[src/rtl/pic_pkg.sv]
package pic_pkg;
  localparam int unsigned TRACKED = 4;
  localparam int unsigned STAGES  = TRACKED + 1;

  typedef enum int unsigned {
    PS_ID  = 0,
    PS_EX  = 1,
    PS_MEM = 2,
    PS_WB  = 3
  } stage_e;
endpackage

[src/rtl/pic_hazard_unit.sv]
module pic_hazard_unit #(
  parameter int unsigned REG_W = 5
) (
  input  logic             id_vld,
  input  logic [REG_W-1:0] id_src_a,
  input  logic [REG_W-1:0] id_src_b,
  input  logic             ex_vld,
  input  logic [REG_W-1:0] ex_dst,
  input  logic             mem_vld,
  input  logic [REG_W-1:0] mem_dst,
  input  logic             mem_acc,
  output logic             raw_stall,
  output logic             port_stall
);
  localparam int unsigned NSRC  = 2;
  localparam int unsigned NPROD = 2;

  logic [NSRC-1:0][REG_W-1:0]  src;
  logic [NPROD-1:0]            prod_vld;
  logic [NPROD-1:0][REG_W-1:0] prod_dst;
  logic [NSRC*NPROD-1:0]       hit;

  assign src[0]      = id_src_a;
  assign src[1]      = id_src_b;
  assign prod_vld[0] = ex_vld;
  assign prod_vld[1] = mem_vld;
  assign prod_dst[0] = ex_dst;
  assign prod_dst[1] = mem_dst;

  // write-back is not compared: the register file writes before it is read
  for (genvar s = 0; s < NSRC; s++) begin : g_src
    for (genvar p = 0; p < NPROD; p++) begin : g_prod
      assign hit[s*NPROD+p] = id_vld && (src[s] != '0) && prod_vld[p]
                              && (prod_dst[p] == src[s]);
    end
  end

  assign raw_stall  = |hit;
  assign port_stall = mem_vld && mem_acc;
endmodule

[src/rtl/pic_stage_pipe.sv]
module pic_stage_pipe
  import pic_pkg::*;
#(
  parameter int unsigned REG_W = 5
) (
  input  logic                         clk,
  input  logic                         rst_n,
  input  logic                         push,
  input  logic                         push_mem,
  input  logic [REG_W-1:0]             push_dst,
  input  logic [REG_W-1:0]             push_src_a,
  input  logic [REG_W-1:0]             push_src_b,
  input  logic                         hold_id,
  output logic [TRACKED-1:0]           vld,
  output logic [TRACKED-1:0]           acc,
  output logic [TRACKED-1:0][REG_W-1:0] dst,
  output logic [REG_W-1:0]             id_src_a,
  output logic [REG_W-1:0]             id_src_b
);
  always_ff @(posedge clk) begin
    if (!rst_n) begin
      vld      <= '0;
      acc      <= '0;
      dst      <= '0;
      id_src_a <= '0;
      id_src_b <= '0;
    end else begin
      if (!hold_id) begin
        vld[PS_ID] <= push;
        acc[PS_ID] <= push && push_mem;
        dst[PS_ID] <= push_dst;
        id_src_a   <= push_src_a;
        id_src_b   <= push_src_b;
      end
      vld[PS_EX] <= vld[PS_ID] && !hold_id;
      acc[PS_EX] <= acc[PS_ID] && !hold_id;
      dst[PS_EX] <= dst[PS_ID];
      for (int k = int'(PS_MEM); k < int'(TRACKED); k++) begin
        vld[k] <= vld[k-1];
        acc[k] <= acc[k-1];
        dst[k] <= dst[k-1];
      end
    end
  end

  AST_EX_GETS_BUBBLE: assert property (@(posedge clk) disable iff (!rst_n)
    hold_id |=> !vld[PS_EX]);
  AST_ID_KEEPS_INSN: assert property (@(posedge clk) disable iff (!rst_n)
    hold_id |=> (vld[PS_ID] && $stable(id_src_a) && $stable(id_src_b)
                 && $stable(dst[PS_ID])));
  AST_SHIFT_TO_WB: assert property (@(posedge clk) disable iff (!rst_n)
    vld[PS_MEM] |=> vld[PS_WB]);
endmodule

[src/rtl/pic_retire_ctr.sv]
module pic_retire_ctr #(
  parameter int unsigned CNT_W = 16
) (
  input  logic             clk,
  input  logic             rst_n,
  input  logic             inc,
  output logic [CNT_W-1:0] cnt
);
  always_ff @(posedge clk) begin
    if (!rst_n)   cnt <= '0;
    else if (inc) cnt <= cnt + 1'b1;
  end

  AST_COUNT_STEP: assert property (@(posedge clk) disable iff (!rst_n)
    inc |=> (cnt == CNT_W'($past(cnt) + 1'b1)));
  AST_COUNT_IDLE: assert property (@(posedge clk) disable iff (!rst_n)
    !inc |=> $stable(cnt));
endmodule

[src/rtl/pipe_interlock.sv]
module pipe_interlock
  import pic_pkg::*;
#(
  parameter int unsigned REG_W = 5,
  parameter int unsigned CNT_W = 16
) (
  input  logic               clk,
  input  logic               rst_n,
  input  logic               in_valid,
  output logic               in_ready,
  input  logic               in_mem,
  input  logic [REG_W-1:0]   in_dst,
  input  logic [REG_W-1:0]   in_src_a,
  input  logic [REG_W-1:0]   in_src_b,
  output logic               pc_hold,
  output logic               id_hold,
  output logic               id_nop,
  output logic               ex_nop,
  output logic [STAGES-1:0]  stage_busy,
  output logic               retire,
  output logic [CNT_W-1:0]   retire_count
);
  logic                          raw_stall, port_stall, push;
  logic [TRACKED-1:0]            vld, acc;
  logic [TRACKED-1:0][REG_W-1:0] dst;
  logic [REG_W-1:0]              id_src_a, id_src_b;

  pic_hazard_unit #(.REG_W(REG_W)) u_hazard (
    .id_vld    (vld[PS_ID]),
    .id_src_a  (id_src_a),
    .id_src_b  (id_src_b),
    .ex_vld    (vld[PS_EX]),
    .ex_dst    (dst[PS_EX]),
    .mem_vld   (vld[PS_MEM]),
    .mem_dst   (dst[PS_MEM]),
    .mem_acc   (acc[PS_MEM]),
    .raw_stall (raw_stall),
    .port_stall(port_stall)
  );

  // either stall freezes fetch; a dependency stall also freezes decode
  assign in_ready = !(raw_stall || port_stall);
  assign push     = in_valid && in_ready;
  assign pc_hold  = raw_stall || port_stall;
  assign id_hold  = raw_stall;
  assign ex_nop   = raw_stall;
  assign id_nop   = port_stall && !raw_stall;

  pic_stage_pipe #(.REG_W(REG_W)) u_pipe (
    .clk       (clk),
    .rst_n     (rst_n),
    .push      (push),
    .push_mem  (in_mem),
    .push_dst  (in_dst),
    .push_src_a(in_src_a),
    .push_src_b(in_src_b),
    .hold_id   (raw_stall),
    .vld       (vld),
    .acc       (acc),
    .dst       (dst),
    .id_src_a  (id_src_a),
    .id_src_b  (id_src_b)
  );

  assign stage_busy = {vld, push};
  assign retire     = vld[PS_WB];

  pic_retire_ctr #(.CNT_W(CNT_W)) u_ctr (
    .clk  (clk),
    .rst_n(rst_n),
    .inc  (retire),
    .cnt  (retire_count)
  );

  AST_MEMPORT_BUSY: assert property (@(posedge clk) disable iff (!rst_n)
    (vld[PS_MEM] && acc[PS_MEM]) |-> (!in_ready && pc_hold));
  AST_ZERO_SOURCES_FREE: assert property (@(posedge clk) disable iff (!rst_n)
    (id_src_a == '0 && id_src_b == '0) |-> !id_hold);
  AST_BOTH_STALLS_KEEP_ID: assert property (@(posedge clk) disable iff (!rst_n)
    (id_hold && vld[PS_MEM] && acc[PS_MEM]) |-> (!id_nop && !in_ready));
  AST_ACCEPT_TO_DECODE: assert property (@(posedge clk) disable iff (!rst_n)
    (in_valid && in_ready) |=> vld[PS_ID]);
endmodule

[config.mk]
export PLATFORM = sky130hd
export DESIGN_NAME = pipe_interlock
export DESIGN_NICKNAME = d
export VERILOG_FILES = /design/src/rtl/pic_pkg.sv /design/src/rtl/pic_hazard_unit.sv /design/src/rtl/pic_stage_pipe.sv /design/src/rtl/pic_retire_ctr.sv /design/src/rtl/pipe_interlock.sv
export SDC_FILE = /design/constraint.sdc
export NUM_CORES = 1
export LEC_CHECK = 0
export BUFFER_PORTS_ARGS = -buffer_cell sky130_fd_sc_hd__buf_2
export CAP_MARGIN = 10
export CORE_MARGIN = 10
export CORE_UTILIZATION = 50
export CTS_CLUSTER_DIAMETER = 80
export DETAILED_ROUTE_END_ITERATION = 8
export HOLD_SLACK_MARGIN = 0.05
export PLACE_DENSITY = 0.81
export SLEW_MARGIN = 30
export SYNTH_ARGS = -nofsm -noshare
export SYNTH_HDL_FRONTEND = slang
export SYNTH_HIERARCHICAL = 1
export SYNTH_SLANG_ARGS = --single-unit
[constraint.sdc]
create_clock -name clk -period 3.05 [get_ports clk]
set_input_delay 0.7625 -clock clk [delete_from_list [all_inputs] [get_ports clk]]
set_output_delay 0.7625 -clock clk [all_outputs]
set_load 0.05 [all_outputs]
### Yosys cells after proc, flatten, opt, wreduce, memory -nomap -nowiden

Index checks and enable logic that the tools add are counted.

| storage, ports and cells | value |
|---|---|
| input bits | 19 |
| bits in registers | 48 |
| word-level logic and storage cells | 37 |

| cells by class | value |
|---|---|
| eq/ne operators | 4 |
| reductions and logical operators | 22 |
| $add $sub $neg | 1 |

Operators by type and width:

| kind | number |
|---|---|
| $eq 5x5->1 | 4 |
| $add 16x1->16 const B | 1 |
| $logic_and 1x1->1 | 16 |
| $reduce_bool 5->1 | 2 |
| $reduce_or 4->1 | 1 |
| $logic_not 1->1 | 2 |
| $logic_or 1x1->1 | 1 |

### Depth between registers and ports, before layout

Gate-level depths: netlist of the first run.

| depth | value |
|---|---|
| depth in word-level cells | 9 |
| gate-level depth with buffers | 7 |

### Modules after synthesis

Netlist of the first run, hierarchy kept.

By module, submodules not included:

| module | seq. area each (sq um) | area each (sq um) | cells an instance | times used |
|---|---|---|---|---|
| pic_stage_pipe | 760.7 | 1229.9 | 101 | 1 |
| pic_retire_ctr | 320.3 | 744.5 | 83 | 1 |
| pic_hazard_unit | 0.0 | 267.8 | 34 | 1 |
| pipe_interlock | 0.0 | 48.8 | 7 | 1 |

### Worst setup path after synthesis of the first run

No wires, ideal clock.

| path | value |
|---|---|
| kind | register to output |
| start point | register u_pipe.vld[2] |
| end point | output in_ready |
| arrival | 2.531 ns |
| stages on the path, launching flop included | 5 |
| required time | 2.288 ns |
| setup slack | -0.243 ns |
| path through | dfxtp_1 > and2_1 > a32oi_1 > o22ai_1 > nor2_1 |

| on the way | value |
|---|---|
| word-level cells in the longest chain between the ends | 5 |

RTL lines:

| what | RTL line | source |
|---|---|---|
| start: declaration | pic_stage_pipe.sv:14 | `output logic [TRACKED-1:0] vld,` |
| start signal: indexed assignment | pic_stage_pipe.sv:29 | `vld[PS_ID] <= push;` |
| start signal: indexed assignment | pic_stage_pipe.sv:35 | `vld[PS_EX] <= vld[PS_ID] && !hold_id;` |
| start signal: indexed assignment | pic_stage_pipe.sv:39 | `vld[k] <= vld[k-1];` |
| $logic_and 1x1->1 | pic_hazard_unit.sv:33 | `assign hit[s*NPROD+p] = id_vld && (src[s] != '0) && prod_vld[p]` |
| $logic_and 1x1->1 | pic_hazard_unit.sv:34 | `&& (prod_dst[p] == src[s]);` |
| $reduce_or 4->1 * | pic_hazard_unit.sv:38 | `assign raw_stall = \|hit;` |
| named net ex_nop | pipe_interlock.sv:18 | `output logic ex_nop,` |
| $logic_or 1x1->1 * | pipe_interlock.sv:42 | `assign in_ready = !(raw_stall \|\| port_stall);` |
| $logic_not 1->1 * | pipe_interlock.sv:42 |  |
| end: declaration | pipe_interlock.sv:10 | `output logic in_ready,` |

The timed path passes the listed nets; every way through them passes the cells marked *.

### Worst setup path after layout of the first run

| path | value |
|---|---|
| start point | register u_pipe/dst[14] in the netlist's numbering |
| end point | output id_nop |

| on the way | value |
|---|---|
| word-level cells in the longest chain between the ends | 5 |

RTL lines:

| what | RTL line | source |
|---|---|---|
| start: declaration | pic_stage_pipe.sv:16 | `output logic [TRACKED-1:0][REG_W-1:0] dst,` |
| start signal: indexed assignment | pic_stage_pipe.sv:31 | `dst[PS_ID] <= push_dst;` |
| start signal: indexed assignment | pic_stage_pipe.sv:37 | `dst[PS_EX] <= dst[PS_ID];` |
| start signal: indexed assignment | pic_stage_pipe.sv:41 | `dst[k] <= dst[k-1];` |
| $eq 5x5->1 | pic_hazard_unit.sv:34 |  |
| $logic_and 1x1->1 | pic_hazard_unit.sv:34 |  |
| $reduce_or 4->1 * | pic_hazard_unit.sv:38 |  |
| $logic_not 1->1 * | n/a |  |
| $logic_and 1x1->1 * | pipe_interlock.sv:47 | `assign id_nop = port_stall && !raw_stall;` |
| end: declaration | pipe_interlock.sv:17 | `output logic id_nop,` |

Mark *: on every way between the ends. The rest lies on a longest branch, timed or not.

==> metrics.csv, run 1 <==
metric,value,unit
total CTS buffers,5,
vias in the first global route,1577,
DPL Wire Length,3220,µm
Port Buffers,45,
Ports,46,
Overall Global Routing Usage,0.119,
Crit path required time,2.29,ns
drt first pass iters,4,
clk_skew,0.00371,ns
Post-Synthesis Cells,213,
Post-Place Cells,300,
post_cts resized,0,
max incr delay on CP,0.36,ns
final setup vio count,0,
CTS Hold Bufs,0,
CP arrival,2.14,ns
"Area growth, synth to finish",15.9,%
die width,85.3,µm
final worst path period need,2.91,ns
Pwr per Cell Area,462,mW/mm²
Max Root-Sink Buffers,2,
dpl ws,0.478,ns
syn nets,233,
yosys warns,6,
Clock Pin Slew Worst Setup and Hold Paths,0.08,ns
"Hold Violations, Final",0,
Initial Util,0.526,
post-CTS setup buffer count,0,
Fmax,0.344,GHz
worst-margin pin slew,0.403,ns
largest net degree at the start of global routing,22,
layout cells sized above 1,0.256,
CTS tree,built,
Slew Limit Fails,0,
LEAKAGE,1.08,nW
grt ovf,0,
Antenna diodes,0,
critical path cell sequence,xor2_1 -> nor4_1 -> a32oi_1 -> o22ai_2 -> and2b_2 -> buf_2,
WS Path Type,reg -> out,
Routed WL,4280,µm
final std cells w/o fill,308,
Mapped Area,0.00213,mm²
hold slack,0.443,ns
worst min-delay path class,reg -> reg,
H-tree Lvls,2,
routed vias/inst,5.06,
WL/cell,13.9,µm
CP startpoint kind,register,
NumNets Final,277,
Final Util,0.609,
global-route wire length before repair,7250,µm
Area after DPL,0.00238,mm²
CP max FO,10,
die area,0.00728,mm²
"Clk Latency, worst-skew pair",0.29,ns
routability cong.,0.843,
Tot Pwr,1.14,mW
drc violations,0,
via count,1557,
Clock Sinks,48,
setup TNS,0,ns
setup ws final,0.145,ns
DRT iter0 DRCs,54,
initial antenna violation count,0,
fin area,0.00247,mm²
Max VDD drop,0.307,mV
unrepaired setup endpoints after global routing,yes,
Synth Area per Inst,10.0,µm²
status,finished clean,
Site Rows,23,
DIE HEIGHT,85.3,µm
Slew Limit Headroom,0.731,
Core Region,0.00406,mm²
ANT nets after route,0,
clock tree root driver cell,clkbuf_8,
max_cap viols,0,
Worst setup EP type,output pin,
Final Cycle Share,0.953,
Critical-path top delay cell,nor4_1,
## metal layers
metal	vias up	track usage	routed length [µm]
li1	798	-	-
met1	712	0.138	1880
met2	41	0.184	2010
met3	6	0.0507	344
met4	0	0.0554	46
met5	-	0	0
## cells in the final DEF (no fill, tap or decap), drive strengths merged, types with 6 or more instances in the layout
cell type,n
and2,16
nor2,13
xor2,20
mux2i,19
buf,48
clkbuf,6
nor4,8
nand2,12
xnor2,10
dfxtp,48
nor2b,15
## state kept, by name (all words and copies together), names as in the netlist
register and flops:
u_pipe/dst 15, u_pipe/acc 3, u_ctr/cnt 16, u_pipe/id_src_b 5, u_pipe/vld 4, u_pipe/id_src_a 5
## final timing paths
check                                           to  cells after the start      startpoint  slack, ns
worst max-delay path                        id_nop                      6  u_pipe/dst[14]       0.14
worst min-delay path                 u_pipe/acc[2]                      1   u_pipe/acc[1]       0.44
worst max register to register  u_pipe/id_src_b[1]                      7  u_pipe/dst[14]       0.90
worst min register to register       u_pipe/acc[2]                      1   u_pipe/acc[1]       0.44
## critical path: cells and delay by family, from the launching register on
kind | cells | cell delay [ns]
AND/OR/NAND/NOR | 2 | 0.62
XOR/XNOR | 1 | 0.17
AO/OA/AOI/OAI | 2 | 0.51
buffers and inverters | 1 | 0.20
flip-flops | 1 | 0.34
## cell type report
type	instances	area, µm²
inverter	4	15.0
multi-input combinational	150	1090
clock buffer	6	82.6
fill	357	1590
tap	50	62.6
clock inverter	2	10.0
timing repair buffer	48	250
sequential	48	961
## power breakdown
group          leakage, nW  switching, mW  internal (mW)  total [mW]
sequential           0.393         0.0205          0.646       0.666
clock               0.0510          0.196          0.181       0.377
combinational        0.635         0.0519         0.0458      0.0978
(Power assumes the default switching activity.)
==> inputs of run 2 (changes only) <==
--- a/config.mk
+++ b/config.mk
@@ -5,6 +5,7 @@
 export SDC_FILE = /design/constraint.sdc
 export NUM_CORES = 1
 export LEC_CHECK = 0
+export ABC_AREA = 1
 export BUFFER_PORTS_ARGS = -buffer_cell sky130_fd_sc_hd__buf_2
 export CAP_MARGIN = 10
 export CORE_MARGIN = 10
@@ -12,7 +13,7 @@
 export CTS_CLUSTER_DIAMETER = 80
 export DETAILED_ROUTE_END_ITERATION = 8
 export HOLD_SLACK_MARGIN = 0.05
-export PLACE_DENSITY = 0.81
+export PLACE_DENSITY = 0.8
 export SLEW_MARGIN = 30
 export SYNTH_ARGS = -nofsm -noshare
 export SYNTH_HDL_FRONTEND = slang
==> run 2 against run 1 <==
Compared with the run above:
- power increased by 8.2%
- largest cell class unchanged
- clock power grew 19%
- setup slack improved by 0.31 ns
- largest power group unchanged
- die area grew 8.3%
==> metrics.csv, run 2 <==
metric,value,unit,change
post-CTS setup buffer count,0,,unchanged
die area,0.00789,mm²,+8.3%
CP startpoint kind,register,,
Fill cells,431,,+21%
top flop regs,"u_ctr/cnt: 16 flops, u_pipe/dst: 15 flops",,
unrepaired setup endpoints after global routing,no,,
DIE HEIGHT,88.8,µm,+4.1%
final setup vio count,0,,unchanged
vias in the first global route,2127,,+35%
die width,88.8,µm,+4.1%
initial antenna violation count,0,,unchanged
Area after DPL,0.00255,mm²,+7.2%
most frequent cells in the layout,"nand2_1 (101), nor2_1 (64), inv_1 (50)",,
worst min-delay path class,reg -> reg,,
max FFs per register,16,,unchanged
CP max FO,5,,-5
Post-Place Cells,446,,+49%
worst-margin pin slew,0.677,ns,+0.274 ns
power share of the clock group,0.364,,+0.033
Max VDD drop,0.287,mV,-6.7%
Max Root-Sink Buffers,2,,unchanged
Antenna diodes,0,,unchanged
drc violations,0,,unchanged
global-route wire length before repair,9340,µm,+29%
grt ovf,0,,unchanged
"commonest non-fill, non-tap cell in the layout",nand2_1,,
H-tree Lvls,2,,unchanged
routed vias/inst,4.98,,-1.6%
"Most flops, register",u_ctr/cnt,,
DPL Wire Length,4170,µm,+29%
final worst path period need,2.59,ns,-0.311 ns
Psw,0.304,mW,+13%
routability cong.,0.911,,+8.1%
via count,2259,,+45%
max_cap viols,0,,unchanged
Initial Util,0.529,,+0.00333
CTS Hold Bufs,0,,unchanged
setup TNS,0,ns,unchanged
clk_skew,0.00718,ns,+0.00347 ns
drt first pass iters,5,,+1
largest net degree at the start of global routing,42,,+91%
Site Rows,24,,+4.3%
NumNets Final,421,,+52%
layout cells sized above 1,0.199,,-0.0568
Ports,46,,unchanged
Fmax,0.386,GHz,+12%
Mapped Area,0.00237,mm²,+11%
DRT iter0 DRCs,222,,+310%
switching power share of the total,0.246,,+0.0104
power share of the combinational group,0.093,,+0.007
Slew Limit Fails,0,,unchanged
Routed WL,5620,µm,+31%
Final Cycle Share,0.850,,-0.102
hold slack,0.423,ns,-0.0203 ns
"Clk Latency, worst-skew pair",0.30,ns,about the same
Clock Pin Slew Worst Setup and Hold Paths,0.09,ns,about the same
ANT nets after route,0,,unchanged
setup ws final,0.456,ns,+0.311 ns
clock tree root driver cell,clkbuf_8,,
Pwr per Cell Area,465,mW/mm²,+0.76%
"Hold Violations, Final",0,,unchanged
post_cts resized,0,,unchanged
"Area growth, synth to finish",12.2,%,
Int Power,0.931,mW,+6.7%
Post-Synthesis Cells,360,,+69%
Worst setup EP type,output pin,,
dpl ws,0.777,ns,+0.299 ns
register share of total power,0.543,,-0.041
CP arrival,1.83,ns,-0.31 ns
yosys warns,6,,unchanged
Port Buffers,45,,unchanged
final std cells w/o fill,454,,+47%
Slew Limit Headroom,0.549,,-0.182
fin area,0.00266,mm²,+7.4%
total CTS buffers,5,,unchanged
CTS tree,built,,
status,finished clean,,
Synth Area per Inst,6.58,µm²,-34%
Crit path required time,2.29,ns,about the same
syn nets,380,,+63%
Overall Global Routing Usage,0.147,,+0.0283
Clock Sinks,48,,unchanged
WL/cell,12.4,µm,-11%
Final Util,0.593,,-0.0159
LEAKAGE,1.39,nW,+29%
Core Region,0.00447,mm²,+10%
Tot Pwr,1.24,mW,+8.2%
WS Path Type,reg -> out,,
==> run 2: path summary, 6_finish.rpt <==
check	startpoint	end	slack (ns)	cells past startpoint
setup reg to reg	u_pipe/id_src_b[1]	u_pipe/dst[2]	1.21	12
hold reg to reg	u_pipe/acc[1]	u_pipe/acc[2]	0.42	2
hold / removal	u_pipe/acc[1]	u_pipe/acc[2]	0.42	2
setup / recovery	u_pipe/id_src_b[1]	stage_busy[0]	0.46	12
==> run 2: critical path, stage by stage (launching register included) <==
cell     delay (ns)
dfxtp_1        0.35
inv_1          0.12
nand2_1        0.09
nand2_1        0.07
nor2_1         0.05
nand3_1        0.07
nand2_1        0.05
nand2_1        0.05
nand2_1        0.10
inv_1          0.09
nand2_2        0.07
nor2_2         0.13
buf_2          0.29
==> run 2: final cells by class <==
class / instances / area, µm² / area share
Clock inverter: 2 / 35.0 / 0.0132
Multi-Input combinational cell: 241 / 1060 / 0.401
Inverter: 59 / 224 / 0.0844
Clock buffer: 6 / 72.6 / 0.0273
Tap cell: 52 / 65.1 / 0.0245
Sequential cell: 48 / 961 / 0.362
Timing Repair Buffer: 46 / 233 / 0.0877
==> run 2: power groups by stage <==
stage               Clock (mW)  Combinational [mW]  Sequential, mW
finish                   0.450               0.115           0.670
global placement             0               0.111           0.684
global route             0.486               0.130           0.674
floorplan                    0              0.0832           0.687
CTS                      0.459               0.114           0.670
detailed placement           0               0.112           0.685
==> run 2: metal layers <==
layer | vias to the layer above | track usage | part of all wire
met2 | 85 | 0.237 | 0.45
met1 | 996 | 0.183 | 0.45
met3 | 10 | 0.0423 | 0.078
li1 | 1168 | - | -
met5 | - | 0 | 0
met4 | 0 | 0.0529 | 0.017
==> inputs of run 3 (changes only) <==
--- a/config.mk
+++ b/config.mk
@@ -6,16 +6,15 @@
 export NUM_CORES = 1
 export LEC_CHECK = 0
 export ABC_AREA = 1
-export BUFFER_PORTS_ARGS = -buffer_cell sky130_fd_sc_hd__buf_2
 export CAP_MARGIN = 10
 export CORE_MARGIN = 10
 export CORE_UTILIZATION = 50
 export CTS_CLUSTER_DIAMETER = 80
 export DETAILED_ROUTE_END_ITERATION = 8
+export DONT_BUFFER_PORTS = 1
 export HOLD_SLACK_MARGIN = 0.05
-export PLACE_DENSITY = 0.8
+export PLACE_DENSITY = 0.72
 export SLEW_MARGIN = 30
 export SYNTH_ARGS = -nofsm -noshare
 export SYNTH_HDL_FRONTEND = slang
-export SYNTH_HIERARCHICAL = 1
 export SYNTH_SLANG_ARGS = --single-unit
==> run 3 against run 2 <==
Compared with the run above:
- critical path depth decreased by 5
- fmax decreased by 8.3%
- clock skew increased by 0.0048 ns
- sequential share of layout area increased by 4.0 points
- synthesized cell count decreased by 8.3%
- first-iteration DRC count decreased by 35%
- setup slack got worse by 0.24 ns
- combinational power decreased by 24%
- cell count decreased by 15%
==> metrics.csv, run 3 <==
metric,value,unit,change
status,finished clean,,
clk_skew,0.0120,ns,+0.00483 ns
H-tree Lvls,2,,unchanged
Clock Sinks,48,,unchanged
WS Path Type,reg -> out,,
die area,0.00751,mm²,-4.8%
ANT nets after route,0,,unchanged
LEAKAGE,1.20,nW,-14%
Worst R2R Setup Slack,1.07,ns,-0.14 ns
Site Rows,24,,unchanged
final setup vio count,0,,unchanged
Max VDD drop,0.366,mV,+28%
global-route wire length before repair,8480,µm,-9.2%
layout cells sized above 1,0.0961,,-0.103
Post-Synth Simple-Gate Area,0.316,,
XOR/XNOR Fraction of Synth Area,0,,
die width,86.6,µm,-2.4%
largest family of logic cells by synthesized area,simple AND/OR/NAND/NOR gates,,
worst reg2reg path endpoint,u_ctr.cnt[10],,
"Area growth, synth to finish",7.66,%,
Yosys top cell by area,dfxtp_1,,
DPL Wire Length,3610,µm,-13%
CTS tree,built,,
power share of the combinational group,0.072,,-0.021
Synth Register Bits,48,,
CTS Hold Bufs,0,,unchanged
post-CTS setup buffer count,0,,unchanged
post-synthesis mux area share,0,,
Post-synth EDFFs,0,,
total CTS buffers,5,,unchanged
WL/cell,12.7,µm,+2.4%
area occupied by multi-input gates,980,µm²,-8.0%
FF-to-FF Start,u_ctr.cnt[4],,
drc violations,0,,unchanged
hold path cells,2,,unchanged
NumNets Final,352,,-16%
switching power share of the total,0.239,,-0.00685
CP arrival,2.07,ns,+0.24 ns
DIE HEIGHT,86.6,µm,-2.4%
Worst Reg2Reg Path Length in Cells,7,,-5
hold path startpoint,u_pipe.acc[1],,
Final Cycle Share,0.928,,+0.0771
register share of total power,0.553,,+0.010
routability cong.,0.840,,-7.8%
worst min-delay path class,reg -> reg,,
drt first pass iters,4,,-1
final worst path period need,2.83,ns,+0.235 ns
Max Root-Sink Buffers,2,,unchanged
Crit path required time,2.29,ns,about the same
syn nets,350,,-7.9%
max FFs per register,16,,unchanged
DRT iter0 DRCs,145,,-35%
grt ovf,0,,unchanged
power share of the clock group,0.375,,+0.011
"Most flops, register",u_ctr.cnt,,
CP startpoint kind,register,,
Mapped Area,0.00222,mm²,-6.2%
Int Power,0.920,mW,-1.2%
Port Buffers,0,,-100%
routed vias/inst,4.91,,-1.2%
ys async rst share,0,,
Antenna diodes,0,,unchanged
sequential fraction of the synthesis area,0.433,,
Post-Synthesis Cells,330,,-8.3%
Worst setup EP type,output pin,,
Fill cells,444,,+3.0%
Ports,46,,unchanged
Routed WL,4890,µm,-13%
largest net degree at the start of global routing,46,,+9.5%
Slew Limit Fails,0,,unchanged
top-area cell type share of the netlist area,0.433,,
compound-gate portion of the synthesized area,0.116,,
post_cts resized,0,,unchanged
Overall Global Routing Usage,0.137,,-0.00994
yosys warns,0,,-6
CP max FO,15,,+10
worst-margin pin slew,0.670,ns,-0.00696 ns
"count leader, synth",nand2_1,,
hold slack,0.418,ns,-0.00507 ns
Core Region,0.00432,mm²,-3.4%
unrepaired setup endpoints after global routing,no,,
Hold Path Sink,u_pipe.acc[2],,
initial antenna violation count,0,,unchanged
Synth Flop Type,dfxtp_1,,
Clock Pin Slew Worst Setup and Hold Paths,0.09,ns,about the same
"commonest non-fill, non-tap cell in the layout",nand2_1,,
top flop regs,"u_ctr.cnt: 16 flops, u_pipe.dst: 15 flops",,
setup TNS,0,ns,unchanged
Pwr per Cell Area,506,mW/mm²,+8.7%
Synth Area per Inst,6.73,µm²,+2.3%
clock tree root driver cell,clkbuf_8,,
Adder-Cell Fraction of Synth Area,0.00563,,
"Clk Latency, worst-skew pair",0.30,ns,about the same
commonest cells in the netlist,"nand2_1 (90), inv_1 (51), dfxtp_1 (48)",,
Initial Util,0.514,,-0.0155
vias in the first global route,1796,,-16%
sequential cell area,961,µm²,unchanged
Synth area leaders,"dfxtp_1 (43%), nand2_1 (15%), inv_1 (8.6%), nor2_1 (6.9%), a21oi_1 (4.7%)",,
Psw,0.289,mW,-4.8%
via count,1892,,-16%
Slew Limit Headroom,0.553,,+0.00403
Fmax,0.353,GHz,-8.3%
synth unique cells,25,,
most frequent cells in the layout,"nand2_1 (90), inv_1 (51), dfxtp_1 (48)",,
max_cap viols,0,,unchanged
"Hold Violations, Final",0,,unchanged
## run 3: stage by stage
| stage | power, mW | setup WS [ns] | utilization | instances | cell area (µm²) |
|---|---|---|---|---|---|
| after floorplan | 0.760 | 0.260 | - | 330 | 2220 |
| after global placement | 0.767 | 0.451 | 0.526 | 377 | 2270 |
| after detailed placement | 0.769 | 0.403 | 0.526 | 377 | 2270 |
| after CTS | 1.22 | 0.0398 | 0.552 | 385 | 2390 |
| after global routing | 1.27 | 0.0218 | 0.553 | 385 | 2390 |
| final | 1.21 | 0.221 | 0.553 | 385 | 2390 |
## run 3: cell type report
cell class,instances,share of cell area
clock buffers,5,0.0288
flip-flops and latches,48,0.402
inverters,55,0.0863
multi-input cells,213,0.410
well taps,52,0.0272
clock inverters,3,0.0178
repair buffers,9,0.0283
## run 3: layer usage
metal  GRT usage  routed length (µm)
met5           0                   0
met4      0.0619                  89
met3      0.0403                 219
met2       0.210                2290
met1       0.173                2290
## run 3: how the worst max path moves through the flow
stage	from	slack, ns	end
after global routing	u_pipe.id_src_a[4]	0.02	stage_busy[0]
after CTS	u_pipe.id_src_a[4]	0.04	stage_busy[0]
after floorplan	u_pipe.id_src_a[3]	0.26	stage_busy[0]
after detailed placement	u_pipe.id_src_b[3]	0.40	stage_busy[0]
final	u_pipe.vld[0]	0.22	id_nop
after global placement	u_pipe.vld[0]	0.45	stage_busy[0]
## run 3: cells by family (layout without fill, tap and decap cells)
family                   Yosys count  in the layout
adder cells (fa/ha/maj)            1              1
AND/OR/NAND/NOR                  162            162
flip-flops                        48             48
AO/OA/AOI/OAI                     50             50
buffers and inverters             69             72
## run 3: critical path: stages (launching register included)
cell     delay (ns)
dfxtp_1        0.71
o21ai_0        0.18
inv_1          0.08
nand2_1        0.06
nand2_2        0.16
buf_4          0.31
nor2_1         0.07
buf_4          0.19
## run 3: power by group through the flow
stage | Clock (mW) | Combinational (mW) | Sequential, mW
after global routing | 0.494 | 0.102 | 0.672
after detailed placement | 0 | 0.0861 | 0.683
after floorplan | 0 | 0.0827 | 0.677
after global placement | 0 | 0.0844 | 0.683
final | 0.454 | 0.0871 | 0.669
after CTS | 0.467 | 0.0875 | 0.669
